File: src/rtl/fr_pkg.sv
package fr_pkg;

    typedef enum logic {
        ST_IDLE = 1'b0,
        ST_HOLD = 1'b1
    } fr_state_e;

    // Timing flags, most significant first, as they sit at the top of the control symbol
    typedef struct packed {
        logic field;
        logic vert;
        logic horiz;
        logic de;
        logic mode;
        logic sof;
        logic eol;
    } fr_flags_t;

    function automatic int slot_bytes(input int bps, input int sym);
        int b;
        b = (bps * (sym + 1) + 7) / 8;
        return (b < 2) ? 2 : b;
    endfunction

endpackage

File: src/rtl/fr_ctrl_sym.sv
module fr_ctrl_sym
    import fr_pkg::*;
#(
    parameter int BPS = 10
) (
    input  fr_flags_t        flags,
    output logic [BPS-1:0]   sym
);
    localparam int RSV_W = BPS - 7;

    assign sym = {flags, {RSV_W{1'b0}}};

endmodule

File: src/rtl/fr_polreg.sv
module fr_polreg (
    input  logic       clk,
    input  logic       rst_n,
    input  logic       we,
    input  logic [1:0] wdata,
    output logic [1:0] pol
);
    always_ff @(posedge clk) begin
        if (!rst_n)  pol <= 2'b00;
        else if (we) pol <= wdata;
    end
endmodule

File: src/rtl/fr_raster.sv
module fr_raster #(
    parameter int LW = 12
) (
    input  logic          clk,
    input  logic          rst_n,
    input  logic          adv,
    input  logic          v_lvl,
    input  logic [LW-1:0] line_beats,
    output logic          sof,
    output logic          eol
);
    logic [LW-1:0] xb;
    logic          arm;
    logic          v_prev;
    logic          vedge;

    always_comb begin
        eol   = (xb == line_beats - LW'(1));
        vedge = v_lvl && !v_prev;
        sof   = (xb == '0) && (arm || vedge);
    end

    always_ff @(posedge clk) begin
        if (!rst_n) begin
            xb     <= '0;
            arm    <= 1'b1;
            v_prev <= 1'b0;
        end else if (adv) begin
            xb     <= eol ? '0 : xb + LW'(1);
            v_prev <= v_lvl;
            if (sof)        arm <= 1'b0;
            else if (vedge) arm <= 1'b1;
        end
    end
endmodule

File: src/rtl/fr_encoder.sv
module fr_encoder
    import fr_pkg::*;
#(
    parameter int PIP = 2,
    parameter int SYM = 2,
    parameter int BPS = 10,
    parameter int LW  = 12,
    localparam int SLOT_W = slot_bytes(BPS, SYM) * 8,
    localparam int PIX_W  = SYM * BPS,
    localparam int TW     = PIP * SLOT_W
) (
    input  logic                 clk,
    input  logic                 rst_n,
    input  logic [PIP*PIX_W-1:0] in_pix,
    input  logic [PIP-1:0]       in_de,
    input  logic [PIP-1:0]       in_hs,
    input  logic [PIP-1:0]       in_vs,
    input  logic                 in_field,
    input  logic                 in_valid,
    output logic                 in_ready,
    input  logic                 cfg_blank_mode,
    input  logic [LW-1:0]        cfg_line_beats,
    input  logic                 reg_we,
    input  logic [1:0]           reg_wdata,
    output logic [1:0]           reg_rdata,
    output logic [TW-1:0]        m_tdata,
    output logic                 m_tvalid,
    input  logic                 m_tready,
    output logic                 m_tlast,
    output logic                 m_tuser
);
    fr_state_e   state, state_nx;
    logic        load;
    logic [1:0]  pol;
    logic        r_sof, r_eol;
    logic [TW-1:0] beat;

    fr_polreg u_pol (
        .clk   (clk),
        .rst_n (rst_n),
        .we    (reg_we),
        .wdata (reg_wdata),
        .pol   (pol)
    );
    assign reg_rdata = pol;

    assign in_ready = (state == ST_IDLE) || m_tready;
    assign load     = in_valid && in_ready;

    fr_raster #(.LW(LW)) u_raster (
        .clk        (clk),
        .rst_n      (rst_n),
        .adv        (load),
        .v_lvl      (in_vs[0] ^ pol[1]),
        .line_beats (cfg_line_beats),
        .sof        (r_sof),
        .eol        (r_eol)
    );

    for (genvar l = 0; l < PIP; l++) begin : g_lane
        fr_flags_t        fl;
        logic [BPS-1:0]   ctrl;
        logic [SLOT_W-1:0] slot;

        always_comb begin
            fl.field = in_field;
            fl.vert  = in_vs[l] ^ pol[1];
            fl.horiz = in_hs[l] ^ pol[0];
            fl.de    = in_de[l];
            fl.mode  = cfg_blank_mode;
            fl.sof   = (l == 0)       ? r_sof : 1'b0;
            fl.eol   = (l == PIP - 1) ? r_eol : 1'b0;
        end

        fr_ctrl_sym #(.BPS(BPS)) u_ctrl (
            .flags (fl),
            .sym   (ctrl)
        );

        always_comb begin
            slot              = '0;
            slot[PIX_W-1:0]   = in_pix[l*PIX_W +: PIX_W];
            slot[PIX_W +: BPS] = ctrl;
        end

        assign beat[l*SLOT_W +: SLOT_W] = slot;
    end

    // State register
    always_ff @(posedge clk) begin
        if (!rst_n) state <= ST_IDLE;
        else        state <= state_nx;
    end

    always_comb begin
        state_nx = state;
        unique case (state)
            ST_IDLE: if (load)                    state_nx = ST_HOLD;
            ST_HOLD: if (m_tready && !in_valid)   state_nx = ST_IDLE;
            default:                              state_nx = ST_IDLE;
        endcase
    end

    // Output process
    always_ff @(posedge clk) begin
        if (!rst_n) begin
            m_tdata <= '0;
            m_tlast <= 1'b0;
            m_tuser <= 1'b0;
        end else if (load) begin
            m_tdata <= beat;
            m_tlast <= r_eol;
            m_tuser <= r_sof;
        end
    end

    assign m_tvalid = (state == ST_HOLD);

endmodule

File: config.mk
export PLATFORM = sky130hd
export DESIGN_NAME = fr_encoder
export DESIGN_NICKNAME = d
export VERILOG_FILES = /design/src/rtl/fr_pkg.sv /design/src/rtl/fr_ctrl_sym.sv /design/src/rtl/fr_polreg.sv /design/src/rtl/fr_raster.sv /design/src/rtl/fr_encoder.sv
export SDC_FILE = /design/constraint.sdc
export NUM_CORES = 1
export LEC_CHECK = 0
export BUFFER_PORTS_ARGS = -buffer_cell sky130_fd_sc_hd__buf_2
export CAP_MARGIN = 30
export CORE_MARGIN = 8
export CORE_UTILIZATION = 43
export DETAILED_ROUTE_END_ITERATION = 6
export PLACE_DENSITY = 0.79
export SLEW_MARGIN = 0
export SYNTH_ARGS = -nofsm -noshare
export SYNTH_HDL_FRONTEND = slang
export SYNTH_SLANG_ARGS = --single-unit
File: constraint.sdc
create_clock -name clk -period 2.8 [get_ports clk]
set_input_delay 0.56 -clock clk [delete_from_list [all_inputs] [get_ports clk]]
set_output_delay 0.56 -clock clk [all_outputs]
set_load 0.03 [all_outputs]
# After elaboration in Yosys (flattened, before gate mapping)
# Index checks and enable logic that the tools add are counted.
# totals
register_bits,71
elab_cells,33
in_bits,67
out_inout_bits,70
# op_classes
reduce_logical,11
eq_ne,1
mux,6
n_addsub,2
n_bitwise,5
# op_table
op,n
"12-bit by 1-bit adder with 12-bit output, second input constant",1
12-bit equality test,1
12-bit zero test,1
12-bit two-way mux,1
"12-bit by 1-bit subtractor with 12-bit output, second input constant",1
1-bit logical AND,4
1-bit two-way mux,4
1-bit bitwise XOR,4
1-bit zero test,2
1-bit logical OR,2
1-bit case mux with 2 select lines,1
2-bit AND reduction,1
2-bit nonzero test,1
1-bit NOT,1

# Longest topological paths before layout
# depth
depth_word,6
depth_mapped,11
depth_no_buf,9

# Cells and area by module
# From an unflattened synthesis, not the netlist that was laid out.
# unflattened
cells_unflattened,445
hier_area_um2,3956.3
# by_module_without_submodules
mod,instances,cells_per_inst,area_per_inst_um2,seq_area_each_um2
fr_encoder,1,283,2653.8,1261.2
fr_raster,1,134,1072.3,280.3
fr_ctrl_sym,2,11,78.8,0.0
fr_polreg,1,6,72.6,40.0

# Worst setup path after synthesis
# OpenSTA, ideal clock, no wires.
# synth_path
kind,input -> register
from,input port cfg_line_beats[0]
to,register u_raster.xb[10]
path_stages,11
n_path_buf,2
setup_ps,121
path_slack_ps,-209
arrival_time_ps,2888
t_required_ps,2679
cell_sequence,inv_1 -> ha_1 -> or4b_1 -> buf_2 -> or3b_1 -> xnor2_1 -> o221a_2 -> or4_1 -> buf_2 -> o21ai_4 -> nor2_1
# synth_between
elab_chain_len,3
# synth_rtl
element,line,text
"start, declared",fr_encoder.sv:22,"input logic [LW-1:0] cfg_line_beats,"
12-bit by 1-bit subtractor with 12-bit output,fr_raster.sv:18,eol = (xb == line_beats - LW'(1));
12-bit equality test,fr_raster.sv:18,
12-bit two-way mux,fr_raster.sv:29,xb <= eol ? '0 : xb + LW'(1);
"end signal, assigned",fr_raster.sv:29,
"end, declared",fr_raster.sv:12,logic [LW-1:0] xb;
# Every way passes these cells.
# A chain may end at the register's enable or synchronous reset.

# Final worst setup path
# layout_path
from,input port cfg_line_beats[1]
to,register u_raster.xb[11]
# The elaborated chain is that of the path after synthesis.

==> flow_results.xml <==
<?xml version="1.0" encoding="UTF-8"?>
<metrics>
  <group name="die">
    <metric name="die-width" unit="um">101.8</metric>
    <metric name="initial_core_util" unit="%">44.12</metric>
    <metric name="die_h" unit="um">101.8</metric>
    <metric name="io_pins" unit="">137</metric>
    <metric name="placeableCoreArea" unit="um2">7176</metric>
    <metric name="rows" unit="">31</metric>
    <metric name="floorplan.die_area" unit="um2">10360</metric>
  </group>
  <group name="layout">
    <metric name="layout.cells.most_common_list" unit="">122 x sky130_fd_sc_hd__buf_2, 104 x sky130_fd_sc_hd__nand2_1, 66 x sky130_fd_sc_hd__dfxtp_1, 27 x sky130_fd_sc_hd__a21oi_1, 24 x sky130_fd_sc_hd__a21boi_0</metric>
    <metric name="syn_to_final_growth" unit="%">33.28</metric>
    <metric name="most_common_library_cell_in_the_layout_ignoring_fill_and_taps" unit="">sky130_fd_sc_hd__buf_2</metric>
    <metric name="antenna-diode-count" unit="">0</metric>
    <metric name="post_route_cells_drive_above_1_share" unit="%">34.16</metric>
    <metric name="layout.cells.non_filler" unit="">623</metric>
    <metric name="final_net_count" unit="">589</metric>
    <metric name="finish.instance_area" unit="um2">4219</metric>
    <metric name="postLayoutCoreUtil" unit="%">58.80</metric>
  </group>
  <group name="clock_network">
    <metric name="worst_skew_pair.late_latency" unit="ns">0.34</metric>
    <metric name="clock_buffer_count_from_cts" unit="">9</metric>
    <metric name="clk_pin_slew_worst_paths" unit="ns">0.08</metric>
    <metric name="sinks_on_the_clock_net" unit="">66</metric>
    <metric name="tritoncts_clock_tree" unit="">built</metric>
    <metric name="root_buffer" unit="">sky130_fd_sc_hd__clkbuf_8</metric>
    <metric name="cts.path.max_buffers" unit="">2</metric>
    <metric name="cts_hold_repair.buffers" unit="">0</metric>
    <metric name="ctsHtreeMaxLevel" unit="">3</metric>
  </group>
  <group name="critical_path">
    <metric name="critical_path_cell_count" unit="">12</metric>
    <metric name="critPathCaptureType" unit="">flop</metric>
    <metric name="worstSetupPathType" unit="">in2reg</metric>
    <metric name="crit_fanout" unit="">8</metric>
    <metric name="arrival_time_of_data_at_the_critical_path_endpoint" unit="ns">2.99</metric>
    <metric name="critical_path.cell_chain" unit="">buf_8, inv_12, ha_4, or4b_4, buf_4, xnor2_1, o41ai_1, o21ai_0, or4_4, buf_6, o21ai_4, nor2_1</metric>
    <metric name="cpPeakStageDelay" unit="ns">0.54</metric>
    <metric name="total_buffers_and_inverters_traversed_by_the_critical_path" unit="">4</metric>
    <metric name="start_kind" unit="">input pin</metric>
    <metric name="worstRegToRegCells" unit="">8</metric>
    <metric name="required" unit="ns">3.02</metric>
    <metric name="critical_path_s_slowest_cell" unit="">sky130_fd_sc_hd__or4_4</metric>
    <metric name="critical_path.top_delay_family" unit="">simple AND/OR/NAND/NOR gates</metric>
  </group>
  <group name="synth">
    <metric name="synth-adder-area-share" unit="%">1.186</metric>
    <metric name="synthSimpleGateAreaFrac" unit="%">22.61</metric>
    <metric name="ys_dominant_reg_cell" unit="">sky130_fd_sc_hd__dfxtp_1</metric>
    <metric name="synth.mux.area_fraction" unit="%">0.6324</metric>
    <metric name="cell_count_after_synthesis" unit="">393</metric>
    <metric name="ys_top_cells_by_area" unit="">sky130_fd_sc_hd__dfxtp_1 42%, sky130_fd_sc_hd__nand2_1 12%, sky130_fd_sc_hd__a21boi_0 5.7%</metric>
    <metric name="seq_area_frac_synth" unit="%">41.74</metric>
    <metric name="synth_top_cell_area_share" unit="%">41.74</metric>
    <metric name="synth_async_sr_flop_share" unit="%">0</metric>
    <metric name="yosysUniqueCellTypes" unit="">46</metric>
    <metric name="synth-compound-area-share" unit="%">17.47</metric>
    <metric name="postSynthAreaPerCell" unit="um2">8.055</metric>
    <metric name="synth_edf_count" unit="">0</metric>
    <metric name="area_leader_netlist" unit="">sky130_fd_sc_hd__dfxtp_1</metric>
    <metric name="synthesis.area" unit="um2">3166</metric>
    <metric name="combinational_family_with_the_most_area_after_synthesis" unit="">simple AND/OR/NAND/NOR gates</metric>
    <metric name="yosysWarningCount" unit="">0</metric>
    <metric name="synth_seq_cells" unit="">66</metric>
    <metric name="post_synth_xor_area_fraction" unit="%">7.747</metric>
  </group>
  <group name="timing">
    <metric name="hold_ws" unit="ns">0.4466</metric>
    <metric name="worst_pin_slew" unit="ns">0.7367</metric>
    <metric name="final-setup-viol-count" unit="">0</metric>
    <metric name="final.setup.worst_slack" unit="ns">0.03033</metric>
    <metric name="finalWorstPathRequiredPeriod" unit="ns">2.770</metric>
    <metric name="clock.fmax" unit="MHz">361.1</metric>
    <metric name="setup_total_negative_slack" unit="ns">0</metric>
    <metric name="timing_hold_violations_final" unit="">0</metric>
    <metric name="min_period_over_period" unit="%">98.92</metric>
    <metric name="report.final.slew_viol_count" unit="">0</metric>
    <metric name="slew_headroom" unit="%">50.83</metric>
    <metric name="timing.clock.skew" unit="ns">0.008641</metric>
  </group>
  <group name="pwr">
    <metric name="worst_ir_drop_vdd" unit="mV">0.3983</metric>
    <metric name="power_per_cell_area" unit="nW/um2">562.7</metric>
    <metric name="post-layout-total-power" unit="mW">2.374</metric>
    <metric name="power.leakage" unit="nW">1.938</metric>
  </group>
  <group name="place">
    <metric name="port-buffer-count" unit="">124</metric>
    <metric name="dp_cells" unit="">605</metric>
    <metric name="preCtsSetupSlack" unit="ns">-0.3546</metric>
    <metric name="place.detailed.hpwl" unit="um">6210</metric>
    <metric name="postPlaceCellArea" unit="um2">3915</metric>
    <metric name="gpl.final_weighted_congestion" unit="">0.8561</metric>
  </group>
  <group name="detailed_routing">
    <metric name="drc" unit="">0</metric>
    <metric name="routed-via-count" unit="">3000</metric>
    <metric name="drtIter0Drc" unit="">138</metric>
    <metric name="final_antenna_net_count" unit="">0</metric>
    <metric name="drt-pass1-iter-count" unit="">4</metric>
    <metric name="drt-total-wl" unit="um">8360</metric>
    <metric name="vias_per_cell" unit="">4.815</metric>
    <metric name="avgRoutedWirePerCell" unit="um">13.42</metric>
  </group>
  <group name="global_routing">
    <metric name="pin_count_of_the_biggest_net_entering_global_routing" unit="">37</metric>
    <metric name="vias_in_the_first_global_route" unit="">2904</metric>
    <metric name="antenna_found_initial" unit="">0</metric>
    <metric name="globalRoute.totalOverflow" unit="">0</metric>
    <metric name="grt_pass1_wl" unit="um">13320</metric>
    <metric name="grt_util_all_layers" unit="%">16.04</metric>
  </group>
  <group name="run_status">
    <metric name="outcome" unit="">completed</metric>
  </group>
  <group name="min_path">
    <metric name="worstHoldPathType" unit="">in2reg</metric>
    <metric name="min_delay_path_depth" unit="">3</metric>
  </group>
  <group name="job">
    <metric name="max_cap_viol_count" unit="">0</metric>
  </group>
</metrics>
-- area by class of cell --
class / instances / area, um2
Clock buffer: 11 / 151.4
Inverter: 8 / 47.55
Multi-Input combinational cell: 286 / 1653
Clock inverter: 5 / 85.08
Tap cell: 99 / 123.9
Fill cell: 665 / 2957
Sequential cell: 66 / 1321
Timing Repair Buffer: 148 / 837.1
-- cell families (layout without fill, tap and decap cells) --
kind of cell / after synthesis / in the layout
AND/OR/NAND/NOR: 163 / 163
AO/OA/AOI/OAI: 78 / 78
flip-flops: 66 / 66
buffers and inverters: 52 / 172
XOR/XNOR: 28 / 28
adder cells (fa/ha/maj): 3 / 3
multiplexers: 2 / 2
other: 1 / 12
-- state kept, by name, summed over array words and instances (netlist names) --
register and flops:
m_tdata 50, m_tvalid 1, u_pol.pol 2, u_raster.arm 1
u_raster.xb 12
-- synthesized netlist by cell type, types with 3 or more instances --
cell                       number
sky130_fd_sc_hd__a21boi_0      24
sky130_fd_sc_hd__a21boi_1       3
sky130_fd_sc_hd__a21oi_1       27
sky130_fd_sc_hd__buf_1          5
sky130_fd_sc_hd__buf_4         17
sky130_fd_sc_hd__clkbuf_1      19
sky130_fd_sc_hd__dfxtp_1       66
sky130_fd_sc_hd__ha_1           3
sky130_fd_sc_hd__inv_1          8
sky130_fd_sc_hd__nand2_1      105
sky130_fd_sc_hd__nand2b_1       4
sky130_fd_sc_hd__nand3_1        7
sky130_fd_sc_hd__nor2_1        16
sky130_fd_sc_hd__nor2b_1        5
sky130_fd_sc_hd__nor3_1         8
sky130_fd_sc_hd__nor4_1         3
sky130_fd_sc_hd__o211a_1        4
sky130_fd_sc_hd__o21ai_0        6
sky130_fd_sc_hd__xnor2_1       18
sky130_fd_sc_hd__xor2_1        10
-- power breakdown --
group          switching (mW)  internal, mW
clock                   0.376         0.555
combinational           0.271         0.155
sequential             0.0282         0.989
-- worst paths after layout --
check	start	end	slack, ns
worst max register to register	u_raster.xb[6]$_SDFFE_PN0P_	u_raster.xb[11]$_SDFFE_PN0P_	0.44
worst max-delay path	cfg_line_beats[1]	u_raster.xb[11]$_SDFFE_PN0P_	0.03
worst min-delay path	in_pix[16]	m_tdata[16]$_SDFFE_PN0P_	0.45
worst min register to register	m_tdata[14]$_SDFFE_PN0P_	m_tdata[14]$_SDFFE_PN0P_	0.45
-- layer usage --
layer | global-route usage [%] | wire (um) | up-vias
met5 | 0 | 0 | -
met2 | 25.80 | 3999 | 88
met4 | 8.247 | 160 | 0
met3 | 5.567 | 640 | 15
li1 | - | - | 1523
met1 | 18.38 | 3559 | 1374
-- timing repair --
item                       4_1_cts  5_1_grt
pin swaps                        1        5
setup endpoints to repair        3        8
buffers inserted                 0        2
gates resized for setup          0       12
-- tightest hold or removal path, stage by stage --
cell and delay (ns):
sky130_fd_sc_hd__buf_2 0.09, sky130_fd_sc_hd__nand2_1 0.04, sky130_fd_sc_hd__a21oi_1 0.05
No activity file was read; power rests on OpenSTA's default activity.
